$ cat config.mk
export PLATFORM = sky130hd
export DESIGN_NAME = decim_serial_conv
export DESIGN_NICKNAME = d
export VERILOG_FILES = /design/src/rtl/decim_pkg.sv /design/src/rtl/decim_sync.sv /design/src/rtl/decim_tri_acc.sv /design/src/rtl/decim_post.sv /design/src/rtl/decim_serial_conv.sv
export SDC_FILE = /design/constraint.sdc
export NUM_CORES = 1
export LEC_CHECK = 0
export ABC_AREA = 1
export BUFFER_PORTS_ARGS = -buffer_cell sky130_fd_sc_hd__buf_2
export CELL_PAD_IN_SITES_DETAIL_PLACEMENT = 0
export CELL_PAD_IN_SITES_GLOBAL_PLACEMENT = 2
export CORE_ASPECT_RATIO = 1.4
export CORE_MARGIN = 4
export CORE_UTILIZATION = 36
export CTS_CLUSTER_DIAMETER = 200
export DETAILED_ROUTE_END_ITERATION = 10
export MAX_ROUTING_LAYER = met4
export PLACE_DENSITY_LB_ADDON = 0.1
export RECOVER_POWER = 25
export SYNTH_ARGS = -nofsm -noshare
export SYNTH_HDL_FRONTEND = slang
export SYNTH_HIERARCHICAL = 1
export SYNTH_SLANG_ARGS = --single-unit
$ cat constraint.sdc
create_clock -name clk_i -period 5.27 [get_ports clk_i]
set_input_delay 0.7905 -clock clk_i [delete_from_list [all_inputs] [get_ports clk_i]]
set_output_delay 0.7905 -clock clk_i [all_outputs]
set_load 0.02 [all_outputs]
$ cat src/rtl/decim_pkg.sv
package decim_pkg;
  localparam int unsigned RES_W     = 15;
  localparam int unsigned LOG_M_MAX = 8;
  localparam int unsigned ACC_W     = 2 * LOG_M_MAX + 1;
  localparam int unsigned LOGM_W    = 4;
  localparam int unsigned NCH       = 2;
  localparam logic [3:0]  MODE_RST  = 4'b0101;

  typedef enum logic [1:0] {ST_IDLE, ST_BUSY, ST_SHIFT, ST_DONE} port_st_e;

  function automatic logic mode_valid(input logic [3:0] code);
    case (code)
      4'b0101, 4'b0011, 4'b1110, 4'b1100, 4'b1010: return 1'b1;
      default: return 1'b0;
    endcase
  endfunction

  function automatic logic [LOGM_W-1:0] mode_log(input logic [3:0] code);
    case (code)
      4'b0011: return 4'd7;
      4'b1110: return 4'd6;
      4'b1100: return 4'd5;
      4'b1010: return 4'd4;
      default: return 4'd8;
    endcase
  endfunction
endpackage

$ cat src/rtl/decim_sync.sv
module decim_sync #(
  parameter int unsigned N = 4,
  parameter logic [N-1:0] RST_VAL = '0
) (
  input  logic         clk_i,
  input  logic         rst_ni,
  input  logic [N-1:0] d_i,
  output logic [N-1:0] lvl_o,
  output logic [N-1:0] prev_o
);
  always_ff @(posedge clk_i or negedge rst_ni) begin
    if (!rst_ni) begin
      lvl_o  <= RST_VAL;
      prev_o <= RST_VAL;
    end else begin
      lvl_o  <= d_i;
      prev_o <= lvl_o;
    end
  end
endmodule

$ cat src/rtl/decim_tri_acc.sv
// Triangular window 1..M..1, equal to two cascaded length-M boxcars.
module decim_tri_acc #(
  parameter int unsigned LOG_M_MAX = 8,
  parameter int unsigned ACC_W     = 2 * LOG_M_MAX + 1,
  parameter int unsigned LOGM_W    = 4
) (
  input  logic              clk_i,
  input  logic              rst_ni,
  input  logic              start_i,
  input  logic              stop_i,
  input  logic [LOGM_W-1:0] log_m_i,
  input  logic              smp_i,
  input  logic              dat_i,
  output logic [ACC_W-1:0]  acc_o,
  output logic              done_o
);
  localparam int unsigned WGT_W = LOG_M_MAX + 1;

  logic [WGT_W-1:0] w_q;
  logic             up_q, act_q;
  logic [WGT_W-1:0] m_len;

  assign m_len = WGT_W'(1) << log_m_i;

  always_ff @(posedge clk_i or negedge rst_ni) begin
    if (!rst_ni) begin
      acc_o  <= '0;
      w_q    <= '0;
      up_q   <= 1'b0;
      act_q  <= 1'b0;
      done_o <= 1'b0;
    end else begin
      done_o <= 1'b0;
      if (start_i) begin
        acc_o <= '0;
        w_q   <= WGT_W'(1);
        up_q  <= 1'b1;
        act_q <= 1'b1;
      end else if (stop_i) begin
        act_q <= 1'b0;
      end else if (act_q && smp_i) begin
        acc_o <= acc_o + (dat_i ? ACC_W'(w_q) : '0);
        if (up_q) begin
          if (w_q == m_len) begin
            up_q <= 1'b0;
            w_q  <= w_q - 1'b1;
          end else begin
            w_q <= w_q + 1'b1;
          end
        end else if (w_q == WGT_W'(1)) begin
          act_q  <= 1'b0;
          done_o <= 1'b1;
        end else begin
          w_q <= w_q - 1'b1;
        end
      end
    end
  end
endmodule

$ cat src/rtl/decim_post.sv
// Scale weighted sum to RES_W bits, then remove offset around midscale.
module decim_post #(
  parameter int unsigned RES_W  = 15,
  parameter int unsigned ACC_W  = 17,
  parameter int unsigned LOGM_W = 4
) (
  input  logic [ACC_W-1:0]  acc_i,
  input  logic [LOGM_W-1:0] log_m_i,
  input  logic [RES_W-1:0]  off_i,
  output logic [RES_W-1:0]  raw_o,
  output logic [RES_W-1:0]  cal_o
);
  localparam int unsigned SC_W = ACC_W + RES_W;
  localparam int unsigned DW   = RES_W + 2;
  localparam logic [DW-1:0] MID = DW'(1) << (RES_W - 1);

  logic [SC_W-1:0] scaled;
  logic [LOGM_W:0] sh;
  logic [DW-1:0]   diff;

  assign sh     = {log_m_i, 1'b0};
  assign scaled = {acc_i, {RES_W{1'b0}}} >> sh;

  always_comb begin
    if (|scaled[SC_W-1:RES_W]) raw_o = '1;
    else                       raw_o = scaled[RES_W-1:0];
    diff = {2'b00, raw_o} - {2'b00, off_i} + MID;
    if (diff[DW-1])      cal_o = '0;
    else if (diff[DW-2]) cal_o = '1;
    else                 cal_o = diff[RES_W-1:0];
  end
endmodule

$ cat src/rtl/decim_serial_conv.sv
module decim_serial_conv
  import decim_pkg::*;
#(
  parameter int unsigned P_RES_W     = RES_W,
  parameter int unsigned P_LOG_M_MAX = LOG_M_MAX
) (
  input  logic       clk_i,
  input  logic       rst_ni,
  input  logic       mclk_a_i,
  input  logic       mdat_a_i,
  input  logic       mclk_b_i,
  input  logic       mdat_b_i,
  input  logic       chan_sel_i,
  input  logic       conv_ni,
  input  logic       sclk_i,
  input  logic       cfg_we_i,
  input  logic       cfg_chan_i,
  input  logic [3:0] cfg_mode_i,
  input  logic       cfg_cal_i,
  output logic       sdat_o,
  output logic       sdat_oe_o
);
  localparam int unsigned P_ACC_W = 2 * P_LOG_M_MAX + 1;
  localparam int unsigned CNT_W   = $clog2(P_RES_W + 1);
  localparam logic [P_RES_W-1:0] OFF_RST = P_RES_W'(1) << (P_RES_W - 1);

  // sync bits: 0 strobe, 1 shift clock, 2 mclk A, 3 mclk B
  logic [3:0] lvl, prev;
  logic [1:0] dat_q;
  logic cs_fall, cs_rise, sclk_fall, rise_a, rise_b;

  decim_sync #(.N(4), .RST_VAL(4'b0001)) sync_i (
    .clk_i (clk_i),
    .rst_ni(rst_ni),
    .d_i   ({mclk_b_i, mclk_a_i, sclk_i, conv_ni}),
    .lvl_o (lvl),
    .prev_o(prev)
  );

  always_ff @(posedge clk_i or negedge rst_ni) begin
    if (!rst_ni) dat_q <= '0;
    else         dat_q <= {mdat_b_i, mdat_a_i};
  end

  assign cs_fall   = prev[0] & ~lvl[0];
  assign cs_rise   = ~prev[0] & lvl[0];
  assign sclk_fall = prev[1] & ~lvl[1];
  assign rise_a    = lvl[2] & ~prev[2];
  assign rise_b    = lvl[3] & ~prev[3];

  logic [NCH-1:0][3:0]         mode_q;
  logic [NCH-1:0]              cal_q;
  logic [NCH-1:0][P_RES_W-1:0] off_q;

  always_ff @(posedge clk_i or negedge rst_ni) begin
    if (!rst_ni) begin
      for (int c = 0; c < NCH; c++) begin
        mode_q[c] <= MODE_RST;
        cal_q[c]  <= 1'b0;
      end
    end else if (cfg_we_i && mode_valid(cfg_mode_i)) begin
      mode_q[cfg_chan_i] <= cfg_mode_i;
      cal_q[cfg_chan_i]  <= cfg_cal_i;
    end
  end

  port_st_e              st_q;
  logic                  chan_q;
  logic [LOGM_W-1:0]     logm_q;
  logic [P_RES_W:0]      sreg_q;
  logic [CNT_W-1:0]      cnt_q;
  logic                  start_acc, acc_done;
  logic [P_ACC_W-1:0]    acc;
  logic [P_RES_W-1:0]    raw, cal;

  assign start_acc = (st_q == ST_IDLE) && cs_fall;

  decim_tri_acc #(.LOG_M_MAX(P_LOG_M_MAX), .ACC_W(P_ACC_W), .LOGM_W(LOGM_W)) acc_i (
    .clk_i  (clk_i),
    .rst_ni (rst_ni),
    .start_i(start_acc),
    .stop_i (cs_rise),
    .log_m_i(logm_q),
    .smp_i  (chan_q ? rise_b : rise_a),
    .dat_i  (chan_q ? dat_q[1] : dat_q[0]),
    .acc_o  (acc),
    .done_o (acc_done)
  );

  decim_post #(.RES_W(P_RES_W), .ACC_W(P_ACC_W), .LOGM_W(LOGM_W)) post_i (
    .acc_i  (acc),
    .log_m_i(logm_q),
    .off_i  (off_q[chan_q]),
    .raw_o  (raw),
    .cal_o  (cal)
  );

  always_ff @(posedge clk_i or negedge rst_ni) begin
    if (!rst_ni) begin
      st_q   <= ST_IDLE;
      chan_q <= 1'b0;
      logm_q <= mode_log(MODE_RST);
      sreg_q <= '0;
      cnt_q  <= '0;
    end else if (cs_rise) begin
      st_q <= ST_IDLE;
    end else begin
      unique case (st_q)
        ST_IDLE: if (cs_fall) begin
          st_q   <= ST_BUSY;
          chan_q <= chan_sel_i;
          logm_q <= mode_log(mode_q[chan_sel_i]);
        end
        ST_BUSY: if (acc_done) begin
          st_q   <= ST_SHIFT;
          sreg_q <= {1'b1, cal_q[chan_q] ? raw : cal};
          cnt_q  <= '0;
        end
        ST_SHIFT: if (sclk_fall) begin
          sreg_q <= sreg_q << 1;
          if (cnt_q == CNT_W'(P_RES_W)) st_q <= ST_DONE;
          else                         cnt_q <= cnt_q + 1'b1;
        end
        default: ;
      endcase
    end
  end

  always_ff @(posedge clk_i or negedge rst_ni) begin
    if (!rst_ni) begin
      for (int c = 0; c < NCH; c++) off_q[c] <= OFF_RST;
    end else if (st_q == ST_BUSY && acc_done && !cs_rise && cal_q[chan_q]) begin
      off_q[chan_q] <= raw;
    end
  end

  assign sdat_oe_o = (st_q != ST_IDLE);
  assign sdat_o    = (st_q == ST_SHIFT) & sreg_q[P_RES_W];
endmodule

======== Word-level counts from Yosys, hierarchy flattened ========
Cells that the tools add are included.
word-level totals
  bits in registers ....................... 106
  bits of input ports ..................... 16
  output and inout bits ................... 2
  logic and storage cells ................. 153
cells by class
  $add $sub $neg .......................... 6
  $lt $le $gt $ge ......................... 5
  equal/unequal tests ..................... 24
  shift-type cells ........................ 2
  multiplexer cells ....................... 61
  bitwise gates (word level) .............. 12
  reduce and logical (&&, ||, !) cells .... 25
operators with widths
  operator                                                                count
  15-bit 2-to-1 mux                                                       7
  9-bit 2-to-1 mux                                                        7
  17-bit 2-to-1 mux                                                       3
  16-bit 2-to-1 mux                                                       2
  16-bit one-hot mux with 2 select lines                                  1
  32-bit by 5-bit right shift with 32-bit output                          1
  30-bit bitwise mux                                                      1
  4-bit equality test (second input constant)                             7
  4-bit 2-to-1 mux                                                        6
  1-bit 2-to-1 mux                                                        21
  17-bit by 15-bit adder with 17-bit output (second input constant)       1
  17-bit adder                                                            1
  17-bit OR reduction                                                     1
  4-bit one-hot mux with 4 select lines                                   1
  15-bit by 15-bit subtractor with 16-bit output                          1
  15-bit demux with 1-bit select                                          1
  2-bit 2-to-1 mux                                                        5
  5-bit AND reduction                                                     2
  9-bit by 1-bit adder with 9-bit output (second input constant)          1
  9-bit by 1-bit equality test with 1-bit output (second input constant)  1
  9-bit equality test                                                     1
  3-bit inequality test (second input constant)                           3
  3-bit AND reduction                                                     3
  1-bit by 4-bit << shifter with 9-bit output (first input constant)      1
  29 further kinds                                                        56

======== Depth between registers and ports, before layout ========
  depth in word-level cells ............... 10
  mapped depth ............................ 34
  mapped depth without buffers ............ 32

======== Modules after synthesis ========
The synthesis kept the hierarchy.
modules (own cells, without submodules)
  module             instances  cells an instance  area each (um2)  sequential area each (um2)
  decim_serial_conv  1          472                3,524.6          1,735.4
  decim_tri_acc      1          369                2,444.8          725.7
  decim_post         1          377                2,004.4          0.0
  decim_sync         1          8                  202.7            202.7

======== Least setup slack after synthesis ========
Ideal clock, no wire load.
  kind .................................... flip-flop to flip-flop
  from .................................... register logm_q[0]
  to ...................................... register sreg_q[11]
  setup time .............................. 121 ps
  arrival ................................. 3,948 ps
  required time ........................... 5,149 ps
  path slack .............................. 1,201 ps
  cell stages (with the launch flop) ...... 35
  path buffers ............................ 3
  period minus slack after synthesis ...... 4,069 ps
  cells stage by stage .................... dfrtp_1 -> buf_6 -> buf_12 -> nand2_2 -> nand3_1 -> nand2_1 -> nand2_1 -> nand2_2 -> nand2_2 -> nor2_2 -> nand3_2 -> nand2_4 -> nand2_1 -> nor2_1 -> ha_1 -> inv_1 -> fa_1 -> nand3_1 -> nand2_1 -> nand3_1 -> nand2_1 -> a21oi_1 -> o21ai_0 -> xnor2_1 -> ha_1 -> clkbuf_1 -> inv_1 -> a21oi_1 -> o21ai_0 -> nand2_1 -> inv_1 -> nand2_1 -> o21ai_1 -> o21ai_1 -> nand2_1
between the ends
  cells in the longest elaborated chain, start to end .. 10
RTL lines
  what                                                line                      text
  start: declaration                                  decim_serial_conv.sv:69   logic [LOGM_W-1:0] logm_q;
  start signal: assignment                            decim_serial_conv.sv:102  logm_q <= mode_log(MODE_RST);
  start signal: assignment                            decim_serial_conv.sv:112  logm_q <= mode_log(mode_q[chan_sel_i]);
  32-bit by 5-bit right shift with 32-bit output (*)  decim_post.sv:22          assign scaled = {acc_i, {RES_W{1'b0}}} >> sh;
  17-bit OR reduction                                 decim_post.sv:25          if (|scaled[SC_W-1:RES_W]) raw_o = '1;
  15-bit 2-to-1 mux (*)                               decim_post.sv:25
  15-bit by 15-bit subtractor with 16-bit output (*)  decim_post.sv:27          diff = {2'b00, raw_o} - {2'b00, off_i} + MID;
  17-bit by 15-bit adder with 17-bit output (*)       decim_post.sv:27
  15-bit 2-to-1 mux                                   decim_post.sv:29          else if (diff[DW-2]) cal_o = '1;
  15-bit 2-to-1 mux (*)                               decim_post.sv:28          if (diff[DW-1]) cal_o = '0;
  named net cal[11]                                   decim_serial_conv.sv:74   logic [P_RES_W-1:0] raw, cal;
  15-bit 2-to-1 mux (*)                               decim_serial_conv.sv:116  sreg_q <= {1'b1, cal_q[chan_q] ? raw : cal};
  16-bit 2-to-1 mux (*)                               decim_serial_conv.sv:114  ST_BUSY: if (acc_done) begin
  16-bit one-hot mux with 2 select lines (*)          decim_serial_conv.sv:108  unique case (st_q)
  end signal: assignment                              decim_serial_conv.sv:116
  end signal: assignment                              decim_serial_conv.sv:120  sreg_q <= sreg_q << 1;
  end: declaration                                    decim_serial_conv.sv:70   logic [P_RES_W:0] sreg_q;
The timed path passes the listed nets; every way through them passes the cells marked *. The select of a mux whose other input is x is not followed.
A chain may end at the register's enable or synchronous reset.

======== Worst setup path after layout ========
  from .................................... register logm_q[1]
  to ...................................... register sreg_q[4]
The elaborated chain is that of the path after synthesis.

==> results.py <==
metrics = {
    "global_route": {
        "grt_util_all_layers_pct": 20.6,
        "grt_pass1_vias": 7676,
        "grt_max_degree": 73,
        "antenna_found_initial": 0,
        "grt_pass1_wl_um": 40200,
        "grt_overflow": 0,
    },
    "synthesis": {
        "syn_area_per_cell_um2": 6.67,
        "async_reset_ff_share_pct": 100,
        "syn_inst": 1226,
        "synth-seq-cells": 106,
        "muxShareOfSynthArea_pct": 0,
        "mappedNetlistArea_mm2": 0.00818,
        "synth_edf_count": 0,
        "ys.flop_type": "dfrtp_1",
        "synth_compound_area_share_pct": 12.7,
        "synth_top_area_share_pct": 29.7,
        "synth_top_cell_by_area": "dfrtp_1",
        "yosysSeqAreaShare_pct": 32.6,
        "synth_area_leaders": "dfrtp_1 (30%), nand2_1 (19%), inv_1 (6.2%)",
        "yosys_warnings": 6,
        "synthDistinctLibCells": 45,
        "synthSimpleGateAreaFrac_pct": 36.6,
        "syn_nets": 1279,
        "synthAdderAreaFrac_pct": 5.85,
        "synth_xor_area_share_pct": 2.25,
        "synth_top_family_by_area": "simple AND/OR/NAND/NOR gates",
    },
    "clock_network": {
        "clock_latency_ns": 0.37,
        "clockBufferDepth": 2,
        "cts_tree": "yes",
        "cts_buffers": 9,
        "cts.sinks": 106,
        "clk_pin_slew_ns": 0.08,
        "ctsHoldBuffers": 0,
        "htree_levels": 3,
        "cts_root_buf": "clkbuf_16",
    },
    "worst_setup_path": {
        "cpMaxStageDelayCell": "dfrtp_2",
        "cp.arrival_ns": 5.03,
        "path_common_cell": "nand2_1",
        "rr_startpoint": "logm_q[1]",
        "crit_path_end_kind": "flip-flop",
        "cp-start-kind": "flip-flop",
        "required_ns": 5.53,
        "r2r_slack_ns": 0.50,
        "path_class": "reg -> reg",
        "r2r-end": "sreg_q[4]",
        "reg2reg_depth": 28,
        "cp_max_fo": 20,
        "crit_buf_inv": 4,
        "cp_top_family": "simple AND/OR/NAND/NOR gates",
        "critPathMaxStageDelay_ns": 0.55,
    },
    "finish": {
        "multiInputGateArea_mm2": 0.00469,
        "layout-drive-gt1-share_pct": 9.60,
        "layout_common_cells": "nand2_1 (419), inv_1 (134), dfrtp_1 (96)",
        "nNetsFinal": 1277,
        "area.sequential_mm2": 0.00267,
        "design_area_mm2": 0.00875,
        "area_growth_pct": 7.07,
        "final_core_util_pct": 39.0,
        "final_common_cell": "nand2_1",
        "n_antenna_cell": 0,
        "fillers": 2529,
    },
    "pwr": {
        "peakVddDrop_v": 0.000287,
        "powerDensity_mw_per_mm2": 631,
        "leakagePower_nw": 4.48,
        "power_mw": 5.53,
    },
    "timing": {
        "finalSetupTns_ns": 0,
        "finalMaxSlewViolations": 73,
        "slew_headroom_pct": -176,
        "fin_crit_ns": 4.77,
        "skew_ns": 0.00946,
        "hold_viol_final": 0,
        "worstMarginPinSlew_ns": 4.14,
        "finalSetupViolations": 0,
        "holdWs_ns": 0.379,
        "timing.final.crit_share_pct": 90.5,
        "rsz0062_at_grt": "no",
        "max_freq_mhz": 210,
    },
    "floorplan": {
        "ioPinCount": 18,
        "die_y_um": 186,
        "die_area_mm2": 0.0252,
        "die_w_um": 135,
        "initial_core_util_pct": 36.4,
        "std_cell_rows": 65,
        "coreArea_mm2": 0.0224,
    },
    "place": {
        "placed_area_mm2": 0.00845,
        "portBuffers": 17,
        "gp_congestion": 0.934,
        "place_hpwl_um": 19100,
    },
    "hold_path": {
        "holdPathEnd": "sync_i/prev_o[1]",
        "hold_depth": 0,
        "hold_path.class": "reg -> reg",
        "worstHoldStart": "sync_i/lvl_o[1]",
    },
    "detailed_routing": {
        "vias_per_cell": 4.96,
        "drt_iter0_drc": 444,
        "routed_wl_um": 24400,
        "firstDrtPassIters": 7,
        "wl_per_cell_um": 15.9,
        "drc_errors": 0,
        "via_count": 7591,
        "antenna_left": 0,
    },
    "outcome": {
        "violations": "max-capacitance violations, max-slew violations",
        "status": "finished with violations",
    },
    "run": {
        "maxCapViolCount": 1,
    },
}
## Yosys cell counts (2+ instances only)
master / count
fa_1: 2
a21o_1: 3
o21a_1: 4
nor2_2: 9
nor3_1: 5
clkinv_1: 4
inv_2: 8
o21bai_1: 2
a21oi_1: 42
nand3b_1: 3
o21ai_1: 44
or2_2: 5
nor2_1: 91
nand2_4: 3
nand3_1: 90
nand3_2: 12
buf_6: 8
nand2_1: 419
dfrtp_1: 97
ha_1: 35
inv_1: 134
o22ai_1: 6
o21ai_0: 77
nand2_2: 17
xnor2_1: 2
buf_12: 2
nor2_4: 6
clkbuf_1: 8
xor2_1: 19
a31oi_1: 6
dfstp_2: 9
o211ai_1: 3
buf_2: 21
nand4_1: 19
## cells by family (layout without fill, tap and decap cells)
kind of cell / after synthesis / in the layout
compound gates: 192 / 192
buf+inv: 187 / 190
flops: 106 / 106
simple gates: 683 / 683
xor+xnor: 21 / 21
fa+ha+maj: 37 / 37
## registers in the layout (all words and copies together) (netlist names), 2 cells and up
signal / count
acc_i/acc_o: 17
acc_i/w_q: 9
cal_q: 2
cnt_q: 4
dat_q: 2
logm_q: 4
mode_q: 8
off_q: 30
sreg_q: 16
st_q: 2
sync_i/lvl_o: 4
sync_i/prev_o: 4
## power by group
group | switching [mW] | internal [mW] | total (mW)
combinational | 2.42 | 1.19 | 3.61
sequential | 0.204 | 0.982 | 1.19
clock | 0.354 | 0.380 | 0.733
## worst max path at each step
stage | start | endpoint | cells past startpoint
global placement | logm_q[1] | sreg_q[4] | 29
finish | logm_q[1] | sreg_q[4] | 28
CTS | logm_q[1] | sreg_q[4] | 29
floorplan | logm_q[0] | sreg_q[11] | 34
global route | logm_q[1] | sreg_q[11] | 30
detailed placement | logm_q[1] | sreg_q[4] | 29
## cell type report
cell class | count | area share, %
clock inverters | 7 | 0.958
inverters | 146 | 6.27
clock buffers | 9 | 2.57
flip-flops and latches | 106 | 30.4
multi-input cells | 933 | 53.6
well taps | 301 | 4.30
repair buffers | 28 | 1.90
## repair_timing
action	4_1_cts	5_1_grt
resized for setup	0	2
buffers inserted	0	0
endpoints found under the setup margin	0	2
endpoints found under the hold margin	0	0
## per-stage QoR
step | setup slack, ns | instances
after floorplan | 1.20 | 1226
after global placement | 0.484 | 1514
after detailed placement | 0.340 | 1514
after CTS | 0.343 | 1530
after global routing | 0.0328 | 1530
final | 0.502 | 1530
## layer usage
| metal | share of wire, % | track usage [%] | vias to the layer above |
|---|---|---|---|
| met2 | 55 | 38.3 | 100 |
| met3 | 1.6 | 2.32 | 35 |
| li1 | - | - | 3933 |
| met5 | 0 | - | - |
| met4 | 2.3 | 6.44 | 0 |
| met1 | 41 | 22.7 | 3523 |
Note: power is estimated with default switching activity, not from simulation.
